==> config.mk <==
export PLATFORM = sky130hd
export DESIGN_NAME = lut3_logic_unit
export DESIGN_NICKNAME = d
export VERILOG_FILES = /design/src/rtl/lut3_logic_pkg.sv /design/src/rtl/lut3_table_select.sv /design/src/rtl/lut3_bit_array.sv /design/src/rtl/lut3_flag_gen.sv /design/src/rtl/lut3_logic_unit.sv
export SDC_FILE = /design/constraint.sdc
export NUM_CORES = 1
export LEC_CHECK = 0
export ABC_AREA = 1
export BUFFER_PORTS_ARGS = -buffer_cell sky130_fd_sc_hd__buf_4
export CAP_MARGIN = 20
export CORE_ASPECT_RATIO = 1.5
export CORE_UTILIZATION = 56
export DETAILED_ROUTE_END_ITERATION = 6
export PLACE_DENSITY_LB_ADDON = 0.05
export SLEW_MARGIN = 0
export SYNTH_ARGS = -nofsm -noshare
export SYNTH_HDL_FRONTEND = slang
export SYNTH_SLANG_ARGS = --single-unit
export TNS_END_PERCENT = 1
==> constraint.sdc <==
create_clock -name clk -period 5.6 [get_ports clk]
set_input_delay 1.12 -clock clk [delete_from_list [all_inputs] [get_ports clk]]
set_output_delay 1.12 -clock clk [all_outputs]
set_load 0.03 [all_outputs]
==> src/rtl/lut3_logic_pkg.sv <==
package lut3_logic_pkg;

    localparam int TBL_W   = 8;
    localparam int IDX_W   = $clog2(TBL_W);

    typedef enum logic {
        MODE_TWO_IN = 1'b0,
        MODE_TABLE  = 1'b1
    } lu_mode_e;

    typedef enum logic [1:0] {
        OP_AND  = 2'd0,
        OP_OR   = 2'd1,
        OP_XOR  = 2'd2,
        OP_PASS = 2'd3
    } lu_op_e;

    typedef struct packed {
        lu_mode_e mode;
        lu_op_e   op;
        logic     inv_a;
        logic     inv_b;
    } lu_ctrl_t;

    typedef logic [TBL_W-1:0] lu_table_t;

    // Evaluates one two-input operation on single bits.
    function automatic logic apply_op(lu_op_e op, logic x, logic y);
        logic r;
        unique case (op)
            OP_AND:  r = x & y;
            OP_OR:   r = x | y;
            OP_XOR:  r = x ^ y;
            default: r = y;
        endcase
        return r;
    endfunction

    // Expresses a two-input operation with optional inversions as an
    // equivalent three-input table; the C index bit is a don't-care.
    function automatic lu_table_t two_input_table(lu_op_e op, logic inv_a, logic inv_b);
        lu_table_t        t;
        logic [IDX_W-1:0] ix;
        logic             av;
        logic             bv;
        t = '0;
        for (int k = 0; k < TBL_W; k++) begin
            ix   = k[IDX_W-1:0];
            av   = ix[2] ^ inv_a;
            bv   = ix[1] ^ inv_b;
            t[k] = apply_op(op, av, bv);
        end
        return t;
    endfunction

endpackage

==> src/rtl/lut3_table_select.sv <==
module lut3_table_select
    import lut3_logic_pkg::*;
(
    input  lu_ctrl_t  ctrl,
    input  lu_table_t user_tbl,
    output lu_table_t eff_tbl
);
    lu_table_t folded_tbl;

    always_comb begin
        folded_tbl = two_input_table(ctrl.op, ctrl.inv_a, ctrl.inv_b);
        eff_tbl    = (ctrl.mode == MODE_TABLE) ? user_tbl : folded_tbl;
    end
endmodule

==> src/rtl/lut3_bit_array.sv <==
module lut3_bit_array
    import lut3_logic_pkg::*;
#(
    parameter int DATA_W = 32
) (
    input  lu_table_t         tbl,
    input  logic [DATA_W-1:0] a,
    input  logic [DATA_W-1:0] b,
    input  logic [DATA_W-1:0] c,
    output logic [DATA_W-1:0] y
);
    for (genvar i = 0; i < DATA_W; i++) begin : g_bit
        logic [IDX_W-1:0] sel;
        assign sel  = {a[i], b[i], c[i]};
        assign y[i] = tbl[sel];
    end
endmodule

==> src/rtl/lut3_flag_gen.sv <==
module lut3_flag_gen #(
    parameter int DATA_W = 32
) (
    input  logic [DATA_W-1:0] value,
    output logic              is_zero,
    output logic              is_neg
);
    localparam int MSB = DATA_W - 1;

    assign is_zero = ~(|value);
    assign is_neg  = value[MSB];
endmodule

==> src/rtl/lut3_logic_unit.sv <==
module lut3_logic_unit
    import lut3_logic_pkg::*;
#(
    parameter int DATA_W = 32
) (
    input  logic              clk,
    input  logic              rst,
    input  logic              mode_sel,
    input  logic [1:0]        op_sel,
    input  logic              inv_a,
    input  logic              inv_b,
    input  logic [7:0]        truth_tbl,
    input  logic [DATA_W-1:0] opnd_a,
    input  logic [DATA_W-1:0] opnd_b,
    input  logic [DATA_W-1:0] opnd_c,
    input  logic              flag_we,
    output logic [DATA_W-1:0] result,
    output logic              zero_flag,
    output logic              sign_flag
);
    lu_ctrl_t          ctrl;
    lu_table_t         eff_tbl;
    logic [DATA_W-1:0] comb_y;
    logic              nxt_zero;
    logic              nxt_sign;

    assign ctrl.mode  = lu_mode_e'(mode_sel);
    assign ctrl.op    = lu_op_e'(op_sel);
    assign ctrl.inv_a = inv_a;
    assign ctrl.inv_b = inv_b;

    lut3_table_select u_tsel (
        .ctrl     (ctrl),
        .user_tbl (truth_tbl),
        .eff_tbl  (eff_tbl)
    );

    lut3_bit_array #(.DATA_W(DATA_W)) u_bits (
        .tbl (eff_tbl),
        .a   (opnd_a),
        .b   (opnd_b),
        .c   (opnd_c),
        .y   (comb_y)
    );

    lut3_flag_gen #(.DATA_W(DATA_W)) u_flags (
        .value   (comb_y),
        .is_zero (nxt_zero),
        .is_neg  (nxt_sign)
    );

    always_ff @(posedge clk) begin
        if (rst) begin
            result    <= '0;
            zero_flag <= 1'b0;
            sign_flag <= 1'b0;
        end else begin
            result <= comb_y;
            if (flag_we) begin
                zero_flag <= nxt_zero;
                sign_flag <= nxt_sign;
            end
        end
    end
endmodule

After elaboration in Yosys (flattened, before gate mapping). Cells that the tools add are included.

Register bits after elaboration: 34. Input port bits: 112. Output and inout port bits: 34. Logic and storage cells: 123.

$lt $le $gt $ge: 32. Equal/unequal tests: 2. Multiplexer cells: 69. Bitwise logic cells: 15. Reduce and logical (&&, ||, !) cells: 2.

Operator list (count): 3-bit by 4-bit less-than comparator with 1-bit output (second input constant) (32); 1-bit binary-select mux with 3-bit select (32); 1-bit 2-to-1 mux (32); 32-bit OR reduction (1); 1-bit case mux with 3 select lines (4); 8-bit 2-to-1 mux (1); 1-bit AND (4); 1-bit bitwise OR (4); 1-bit XOR (4); 1-bit NOT (3); 2-bit by 1-bit == test with 1-bit output (second input constant) (1); 2-bit == test (second input constant) (1); 2-bit zero test (1).

Depth between registers and ports, before layout. Gate-level depths: netlist of the first run.

Depth in word-level cells: 8. Depth in mapped cells: 18. Depth with buffers taken out: 16.

Hierarchy. Synthesis of the first run repeated with hierarchy kept, for this count alone.

Cell total of the unflattened synthesis: 869. Area, all modules: 4247.8 µm².

By module, submodules not included: lut3_bit_array (instances 1, cells each 672, area each 2851.5 µm², sequential area each 0.0 µm²); lut3_logic_unit (instances 1, cells each 113, area each 1012.2 µm², sequential area each 680.7 µm²); lut3_table_select (instances 1, cells each 52, area each 260.2 µm², sequential area each 0.0 µm²); lut3_flag_gen (instances 1, cells each 32, area each 123.9 µm², sequential area each 0.0 µm²).

Least setup slack after synthesis of the first run. Ideal clock, no wire load.

Path type: input-to-reg. Start point: input port inv_b. End point: register zero_flag. Setup time: 0.070 ns. Arrival: 2.779 ns. Data required time: 5.530 ns. Setup slack: 2.752 ns. Stages on the path: 15. Path through: inv_1 > ha_1 > o21ai_1 > nand3_1 > nand2_1 > buf_4 > buf_6 > nand2_1 > o211ai_1 > nand3_1 > o21ai_1 > nand2_1 > nor2_1 > nand3_1 > a21oi_1.

Longest elaborated chain between the ends: 8.

RTL lines: start: declaration (line lut3_logic_unit.sv:11) `input logic inv_b,`; 1-bit NOT (no source line); 1-bit XOR, or another cell as far along (line lut3_logic_pkg.sv:33) `OP_XOR: r = x ^ y;`; 1-bit case mux with 3 select lines (line lut3_logic_pkg.sv:30) `unique case (op)`; 8-bit 2-to-1 mux (*) (line lut3_table_select.sv:12) `eff_tbl = (ctrl.mode == MODE_TABLE) ? user_tbl : folded_tbl;`; 1-bit binary-select mux with 3-bit select (line lut3_bit_array.sv:15) `assign y[i] = tbl[sel];`; 1-bit 2-to-1 mux (implied by the code) (line lut3_bit_array.sv:15); 32-bit OR reduction (*) (line lut3_flag_gen.sv:10) `assign is_zero = ~(|value);`; 1-bit NOT (*) (line lut3_flag_gen.sv:10); end signal: assignment (line lut3_logic_unit.sv:60) `zero_flag <= nxt_zero;`; end: declaration (line lut3_logic_unit.sv:18) `output logic zero_flag,`.

Mark *: on every way between the ends. The rest lies on a longest branch, timed or not. The select of a mux whose other input is x is not followed. A chain may end at the register's enable or synchronous reset.

Worst setup path after layout of the first run. Ends and elaborated chain as after synthesis.

==> results of run 1 <==
synth_stat cells:
cell type  instances
a211oi_1           1
buf_4              2
nand2_1          102
buf_1              4
o211ai_1           4
inv_1             90
ha_1               4
nand3_1          397
nand2_2            2
o21ai_0            1
nor2_1            46
inv_2              1
o21ai_1            9
dfxtp_1           34
a21oi_1            3
a21boi_1           3
buf_6              9
nand3b_1          14
clkbuf_1          20
a21boi_0           1
o21bai_2           1
buf_2             15
per-layer routing:
| metal | wire length (um) | global-route usage | vias up |
|---|---|---|---|
| met2 | 7198 | 0.6255 | 533 |
| met5 | 0 | 0 | - |
| met1 | 5336 | 0.4465 | 2683 |
| li1 | - | - | 2817 |
| met3 | 1904 | 0.05056 | 80 |
| met4 | 586 | 0.2311 | 0 |
power groups by stage:
stage               registers [uW]  logic [uW]  clock network (uW)
global route                   274         539                 197
detailed placement             277         480                   0
finish                         272         497                 187
CTS                            272         482                 185
floorplan                      321         267                   0
global placement               277         466                   0
registers in the layout, summed over array words and instances, names as in the netlist:
register and count:
sign_flag 1, zero_flag 1, result 32
cells by family after synthesis:
kind of cell | count (synthesis) | share of synthesized area
AND/OR/NAND/NOR | 561 | 0.6398
buffers and inverters | 141 | 0.1499
flip-flops | 34 | 0.1637
AO/OA/AOI/OAI | 23 | 0.03461
adder cells (fa/ha/maj) | 4 | 0.01204
worst paths after layout:
path                            depth (start not counted)         to  slack, ps
worst min-delay path                                    2  sign_flag        500
worst max register to register                          2  sign_flag       4980
worst max-delay path                                   16  zero_flag       1890
worst min register to register                          2  sign_flag        500
critical path, delay by kind of cell:
kind / cells / cell delay (ps)
simple gates: 8 / 1480
compound gates: 4 / 700
buf+inv: 3 / 380
fa+ha+maj: 1 / 260
area by class of cell:
cell class                 count  share of cell area
clock inverter                 1           0.0009503
clock buffer                   7             0.01639
tap                          100             0.02376
inverter                      91             0.06486
timing repair buffer         153              0.2219
multi-input combinational    588              0.5429
sequential                    34              0.1292
metrics by stage:
step,util,power [uW]
2_1_floorplan,-,588.5
3_3_place_gp,0.7123,742.9
3_5_place_dp,0.7123,757.6
4_1_cts,0.7249,938.9
5_1_grt,0.7287,1011
6_report,0.7287,956.4
cells in the final DEF, fill, tap and decap left out, drive strengths merged, types with 7 or more instances in the layout:
cell type    n
buf        153
clkbuf       7
nand2      104
nor2        46
inv         91
dfxtp       34
nand3b      14
o21ai       10
nand3      397
==> metrics.md, run 1 <==
| Metric | Value |
|---|---|
| Die Wd | `slightly above 70 um` |
| Fin crit share | `0.6625` |
| Clk sinks | `34` |
| HP Class | `reg2reg` |
| Fin worst setup slack | `1890 ps` |
| GPL Wtd Cong | `~0.86` |
| Total core area | `roughly 7200 um2` |
| CP max FO | `around 60` |
| Clock share of power | `0.195` |
| Vias in the first global route | `5511` |
| Dpl cell area | `just over 5000 um2` |
| Nets | `a little under 1000` |
| Nature of the critical path endpoint | `flip-flop` |
| Setup tns final | `0 ps` |
| Sequential share of power | `0.285` |
| Area grow syn2layout | `26.66%` |
| Post-CTS setup buffer count | `0` |
| Final WL | `~15 mm` |
| Final Hold Viols | `0` |
| CP max stage delay | `about 800 ps` |
| CTS root buf | `clkbuf_8` |
| Gr usage total | `0.3751` |
| Outcome | `finished clean` |
| Final Critical Period | `3710 ps` |
| Max rail drop VDD | `roughly 0.00013 V` |
| Via count | `between 6000 and 7000` |
| Reg-to-reg startpoint | `sign_flag` |
| Clk_lat worst skew | `~300 ps` |
| Int Pwr | `roughly 550 uW` |
| Arrival @ worst endpoint | `~4000 ps` |
| Crit-path cells | `buf_4 -> inv_1 -> ha_1 -> o21ai_1 -> nand3_1 -> nand2_2 -> inv_1 -> a21oi_1 -> nand2_1 -> nand3_1 -> nand2_1 -> o21ai_1 -> nand2_1 -> nor2_1 -> nand3_1 -> a21oi_1` |
| DR pass1 iterations | `7` |
| Hold Slack | `~500 ps` |
| P_leak | `0.002903 uW` |
| I/O pins | `roughly 150` |
| PortBufs | `~150` |
| CTS tree | `done` |
| Fraction of layout cells with a size suffix above 1 | `0.1899` |
| Clock transition at path regs | `about 70 ps` |
| Top cell type by total area after synthesis | `nand3_1` |
| # DRC | `0` |
| Post-Syn Area | `4158 um2` |
| Fin cells | `a little under 1000` |
| Critical path class | `in2reg` |
| Inst Count DP | `965` |
| Area contributors post-synth | `nand3_1, dfxtp_1, nand2_1` |
| Post-route cell area | `between 5000 and 6000 um2` |
| Clk buf depth | `2` |
| ANT nets after route | `0` |
| RSZ-0062 raised after global routing | `no` |
| Switching Share | `0.4221` |
| Mapped Avg Cell Area | `between 5 and 6 um2` |
| Post-synth net total | `just under 900` |
| Initial DRC count | `around 900` |
| N_diodes | `0` |
| Psw | `around 400 uW` |
| # rows | `38` |
| Post-CTS Resized | `0` |
| YS warnings | `0` |
| Startpoint Class | `input port` |
| Storage cell area | `680.7 um2` |
| Hpwl dp | `10.31 mm` |
| Die area | `around 7800 um2` |
| Sequential share of the synthesized area | `0.1637` |
| Area share of the largest cell type after synthesis | `0.4779` |
| Max-slew violations | `0` |
| Synthesis-stage register bit count | `34` |
| Total gr overflow | `0` |
| Initial Util | `0.5753` |
| Initial antenna violation count | `0` |
| CTS Hold Bufs | `0` |
| Post-Syn Instances | `763` |
| Num CTS Buffers | `5` |
| First-pass GRT wire length | `about 24 mm` |
| Max Cap Viol | `0` |
| Fill count | `roughly 680` |
| Routed WL per cell | `around 15 um` |
| Unique masters post-synth | `22` |
| Via-to-Cell Ratio | `roughly 6.3` |
| Max-slew headroom | `0.2406` |
| Worst path required time | `about 5800 ps` |
| Finish-stage setup viols | `0` |
| Power per cell area | `181.6 nW/um2` |
| Gate power share | `0.520` |
| Multi-input gate area | `between 2000 and 3000 um2` |
| Skew final | `0 ps` |
| Max Fclk | `269.5 MHz` |
| Worst Hold Launch | `sign_flag` |
| Die Height | `approximately 110 um` |
| CP max stage cell | `nand2_2` |
| Crit path from | `inv_b` |
| Dpl ws | `1647 ps` |
| Worst-margin pin slew | `about 1100 ps` |
| H-tree depth | `2` |
| Largest net degree at the start of global routing | `62` |
(Power assumes the default switching activity.)
==> inputs of run 2 (changes only) <==
Settings changed: CORE_UTILIZATION 56 to 52.
Clock period 5.6 ns to 3.75 ns, I/O delays scaled along.
==> run 2 against run 1 <==
Core utilization fell by 2.6 points. Critical path depth rose by 1. Register-to-register slack worse by 1900 ps. Sequential share of layout area down 0.28 points. Clock skew did not move. Via count up 0.47%. Die area rose by 7.5%. Worst setup slack got worse by 1200 ps. Non-clock buffer count is 7 higher. Global-route usage is 0.48 points higher. Largest cell class unchanged.
==> metrics.md, run 2 (same netlist as run 1, synthesis figures left out) <==
| Metric | Value |
|---|---|
| N_diodes | `0` |
| Vias in the first global route | `around 5700` |
| CTS Hold Bufs | `0` |
| Total power draw | `roughly 1600 uW` |
| ANT nets after route | `0` |
| Gr usage total | `0.3799` |
| Via count | `around 6000` |
| GPL Wtd Cong | `between 0.9 and 1` |
| Worst reg-to-reg path cell count | `2` |
| Final WL | `roughly 16 mm` |
| Largest registers | `result x32, sign_flag x1, zero_flag x1` |
| Max-slew headroom | `0.5078` |
| Initial Util | `0.5427` |
| Fin crit share | `0.8108` |
| Final Critical Period | `about 3000 ps` |
| RSZ-0062 raised after global routing | `no` |
| Total core area | `~7700 um2` |
| Final Hold Viols | `0` |
| Nets | `approximately 1000` |
| Max Cap Viol | `0` |
| Startpoint Class | `input port` |
| Setup tns final | `0 ps` |
| Finish-stage setup viols | `0` |
| Max rail drop VDD | `between 0.0002 and 0.0003 V` |
| CP max stage cell | `nand2_2` |
| Clk sinks | `34` |
| CP max stage delay | `roughly 400 ps` |
| Initial antenna violation count | `0` |
| CTS root buf | `clkbuf_16` |
| CP dominant cell by count | `nand3_1` |
| PortBufs | `around 150` |
| Critical path class | `in2reg` |
| DR pass1 iterations | `5` |
| Initial DRC count | `929` |
| Hold path depth | `2` |
| R2R setup slack | `3130 ps` |
| Area grow syn2layout | `29.46%` |
| Post-CTS Resized | `0` |
| # DRC | `0` |
| Die Height | `around 110 um` |
| Nature of the critical path endpoint | `flip-flop` |
| Clk_lat worst skew | `~270 ps` |
| P_leak | `0.002962 uW` |
| Hpwl dp | `between 10 and 15 mm` |
| Most common cell after layout, fill and taps aside | `nand3_1` |
| Die area | `about 8400 um2` |
| First-pass GRT wire length | `approximately 25 mm` |
| Max-slew violations | `0` |
| Core Util, Final | `0.7026` |
| Fraction of layout cells with a size suffix above 1 | `0.1964` |
| Post-CTS setup buffer count | `0` |
| Most frequent cells in the layout | `nand3_1, buf_4, nand2_1, inv_1, nor2_1` |
| Outcome | `finished clean` |
| Num CTS Buffers | `5` |
| Die Wd | `75.01 um` |
| Inst Count DP | `approximately 980` |
| Total gr overflow | `0` |
| Clk buf depth | `2` |
| Max Fclk | `328.9 MHz` |
| HP Class | `reg2reg` |
| I/O pins | `roughly 150` |
| Routed WL per cell | `approximately 16 um` |
| CTS tree | `done` |
| Worst path required time | `between 3000 and 4000 ps` |
| Largest register FFs | `32` |
| # rows | `39` |
| Via-to-Cell Ratio | `6.248` |
| Arrival @ worst endpoint | `approximately 3300 ps` |
| Power per cell area | `between 200 and 300 nW/um2` |
| Fill count | `about 700` |
| Largest net degree at the start of global routing | `46` |
| Clock transition at path regs | `50 ps` |
| Crit-path cells | `buf_4 -> inv_1 -> ha_1 -> o21ai_1 -> nand3_1 -> nand2_2 -> buf_4 -> nand3_1 -> nand3_1 -> nand3b_1 -> nand2_1 -> nand2_1 -> nor2_1 -> nand2_1 -> nor2_1 -> nand3_1 -> a21oi_1` |
| Fin cells | `983` |
| Biggest register | `result` |
| CP max FO | `25` |
| H-tree depth | `2` |
| Worst-margin pin slew | `between 700 and 800 ps` |
| Skew final | `0 ps` |
run 2: changes by cell type in the layout (fill, tap and decap cells not counted):
| cell | change |
|---|---|
| buf_16 | -1 |
| clkbuf_16 | +5 |
| clkbuf_8 | -5 |
| buf_4 | +6 |
| buf_12 | +2 |
run 2: per-layer routing:
| metal | track usage | vias up | wire (um) |
|---|---|---|---|
| li1 | - | 2827 | - |
| met1 | 0.4609 | 2751 | 5658 |
| met2 | 0.6384 | 474 | 7585 |
| met3 | 0.03529 | 90 | 1680 |
| met4 | 0.2050 | 0 | 800 |
| met5 | 0 | - | 0 |
run 2: path summary, 6_finish.rpt:
path                                 from   endpoint
worst max-delay path                inv_b  zero_flag
worst min-delay path            zero_flag  zero_flag
worst max register to register  sign_flag  sign_flag
worst min register to register  zero_flag  zero_flag
run 2: final cells by class:
type                       instances  area [um2]  area share
multi-input combinational        588        2859      0.5311
timing repair buffer             160        1226      0.2278
clock buffer                       7       142.6     0.02650
inverter                          91       341.6     0.06346
tap                              102       127.6     0.02371
clock inverter                     1       5.005   0.0009298
sequential                        34       680.7      0.1265
run 2: worst max-delay path, delay by kind of cell:
family / cells / cell delay [ps]
AND/OR/NAND/NOR: 11 / 1440
buffers and inverters: 3 / 510
adder cells (fa/ha/maj): 1 / 260
AO/OA/AOI/OAI: 2 / 300
run 2: power breakdown:
group / switching [uW] / internal [uW]
clock: 141 / 263
combinational: 468 / 289
sequential: 9.07 / 396
run 2: per-stage QoR:
step	cell area (um2)	setup WS, ps	hold slack (ps)
after floorplan	4158	1272	589.3
after global placement	5235	568.5	469.7
after detailed placement	5235	505.7	484.6
after CTS	5383	788.3	491.5
after global routing	5383	419.2	524.3
final	5383	709.3	492.8
==> inputs of run 3 (changes only) <==
Clock period 3.75 ns to 3 ns, I/O delays scaled along.
==> run 3 against run 2 <==
The flow now finishes with violations (DRC). Sequential power grew 25%. Sequential share of layout area shrank 0.21 points. Flip-flop and latch count is the same. Worst setup slack lost 390 ps. Hold slack lost 14 ps. First-iteration DRC count shrank 9.3%. Critical path type unchanged. Largest cell class unchanged.
==> metrics.md, run 3 (same netlist as run 1, synthesis figures left out) <==
| Metric | Value |
|---|---|
| Largest net degree at the start of global routing | `between 50 and 60` |
| Nets | `roughly 1000` |
| Most frequent cells in the layout | `nand3_1, buf_4, nand2_1, inv_1, nor2_1` |
| Via count | `around 6000` |
| Initial antenna violation count | `0` |
| ANT nets after route | `0` |
| Max Fclk | `372.9 MHz` |
| Outcome | `finished, violations left` |
| CP max FO | `12` |
| Die Wd | `approximately 75 um` |
| Biggest register | `result` |
| Post-route cell area | `between 5000 and 6000 um2` |
| Die area | `approximately 8400 um2` |
| GPL Wtd Cong | `~0.93` |
| Clk sinks | `34` |
| Dpl cell area | `about 5300 um2` |
| Total gr overflow | `0` |
| Violated checks | `DRC` |
| Final Critical Period | `~2700 ps` |
| Storage cell area | `approximately 700 um2` |
| Nature of the critical path endpoint | `flip-flop` |
| CTS Hold Bufs | `0` |
| Worst reg-to-reg path cell count | `2` |
| Gr usage total | `0.3700` |
| Max-slew violations | `0` |
| Routed WL per cell | `between 15 and 20 um` |
| Multi-input gate area | `2859 um2` |
| Final Hold Viols | `0` |
| Fin crit share | `0.8940` |
| Final WL | `between 15 and 20 mm` |
| Area grow syn2layout | `31.63%` |
| RSZ-0062 raised after global routing | `no` |
| Num CTS Buffers | `5` |
| Clk buf depth | `2` |
| Most common cell after layout, fill and taps aside | `nand3_1` |
| # DRC | `2` |
| H-tree depth | `2` |
| Die Height | `around 110 um` |
| Via-to-Cell Ratio | `a little over 6` |
| Largest registers | `result x32, sign_flag x1, zero_flag x1` |
| Fraction of layout cells with a size suffix above 1 | `0.2027` |
| Clk_lat worst skew | `roughly 280 ps` |
| P_leak | `0.003011 uW` |
| Hold Slack | `between 400 and 500 ps` |
| Total core area | `between 7000 and 8000 um2` |
| Startpoint Class | `input port` |
| Largest register FFs | `32` |
| Setup tns final | `0 ps` |
| Finish-stage setup viols | `0` |
| Vias in the first global route | `approximately 5400` |
| Arrival @ worst endpoint | `between 2000 and 3000 ps` |
| Max-slew headroom | `0.6542` |
| Post-CTS setup buffer count | `0` |
| Worst path required time | `between 3000 and 4000 ps` |
| Critical path class | `in2reg` |
| Initial DRC count | `between 800 and 900` |
| Fill count | `slightly below 700` |
| Post-CTS Resized | `0` |
| Max rail drop VDD | `between 0.0004 and 0.0005 V` |
| N_diodes | `0` |
| DR pass1 iterations | `7` |
| Hold path depth | `2` |
| Skew final | `0 ps` |
| Max Cap Viol | `0` |
| First-pass GRT wire length | `~25 mm` |
| Hpwl dp | `roughly 11 mm` |
| Clock transition at path regs | `approximately 60 ps` |
| I/O pins | `between 100 and 150` |
| Power per cell area | `361.9 nW/um2` |
| HP Class | `reg2reg` |
| Initial Util | `0.5427` |
| Worst-margin pin slew | `517.6 ps` |
| # rows | `39` |
| CTS tree | `done` |
| PortBufs | `about 150` |
| CTS root buf | `clkbuf_16` |
## run 3: cell count changes in the layout (fill, tap and decap cells not counted)
cell / before / now
buf_4: 158 / 162
buf_12: 2 / 5
## run 3: metrics by stage
| step | util | instances | setup slack (ps) | total power (uW) |
|---|---|---|---|---|
| after global placement | 0.6951 | 982 | 165.3 | 1439 |
| after detailed placement | 0.6951 | 982 | 102.1 | 1460 |
| final | 0.7144 | 990 | 318.0 | 1980 |
| after floorplan | - | 763 | 671.5 | 1099 |
| after CTS | 0.7144 | 990 | 378.8 | 1963 |
| after global routing | 0.7144 | 990 | 130.4 | 2101 |
## run 3: power by group
group | leakage [uW] | internal, uW | switching [uW]
registers | 0.000283 | 494 | 10.9
clock network | 0.0000739 | 328 | 180
logic | 0.00265 | 380 | 587
total | 0.00301 | 1200 | 778
## run 3: final cells by class
class                   instances  area share
inverters                      91     0.06241
clock buffers                   7     0.02606
repair buffers                167      0.2405
clock inverters                 1   0.0009145
well taps                     102     0.02332
multi-input cells             588      0.5224
flip-flops and latches         34      0.1244
## run 3: worst paths after layout
kind | startpoint | endpoint | slack, ps
setup / recovery | inv_b | zero_flag | 320
hold / removal | sign_flag | sign_flag | 480
setup reg to reg | zero_flag | zero_flag | 2370
hold reg to reg | sign_flag | sign_flag | 480
## run 3: worst max-delay path, stage by stage
cell and delay [ps]:
buf_4 100, inv_1 70, ha_1 300, inv_1 40
o21ai_1 150, nand3_1 140, nand2_2 220, buf_12 160
nand3_1 70, nand3_1 90, nand2_1 60, o21ai_1 330
nand2_1 100, inv_1 70, nand2_1 50, nor2_1 130
nand3_1 90, a21oi_1 120
## run 3: per-layer routing
layer,vias up,GRT usage,routed length (um)
met5,-,0,0
met4,0,0.1736,642
met3,67,0.05339,1665
met2,436,0.6210,7491
met1,2670,0.4498,5679
li1,2841,-,-
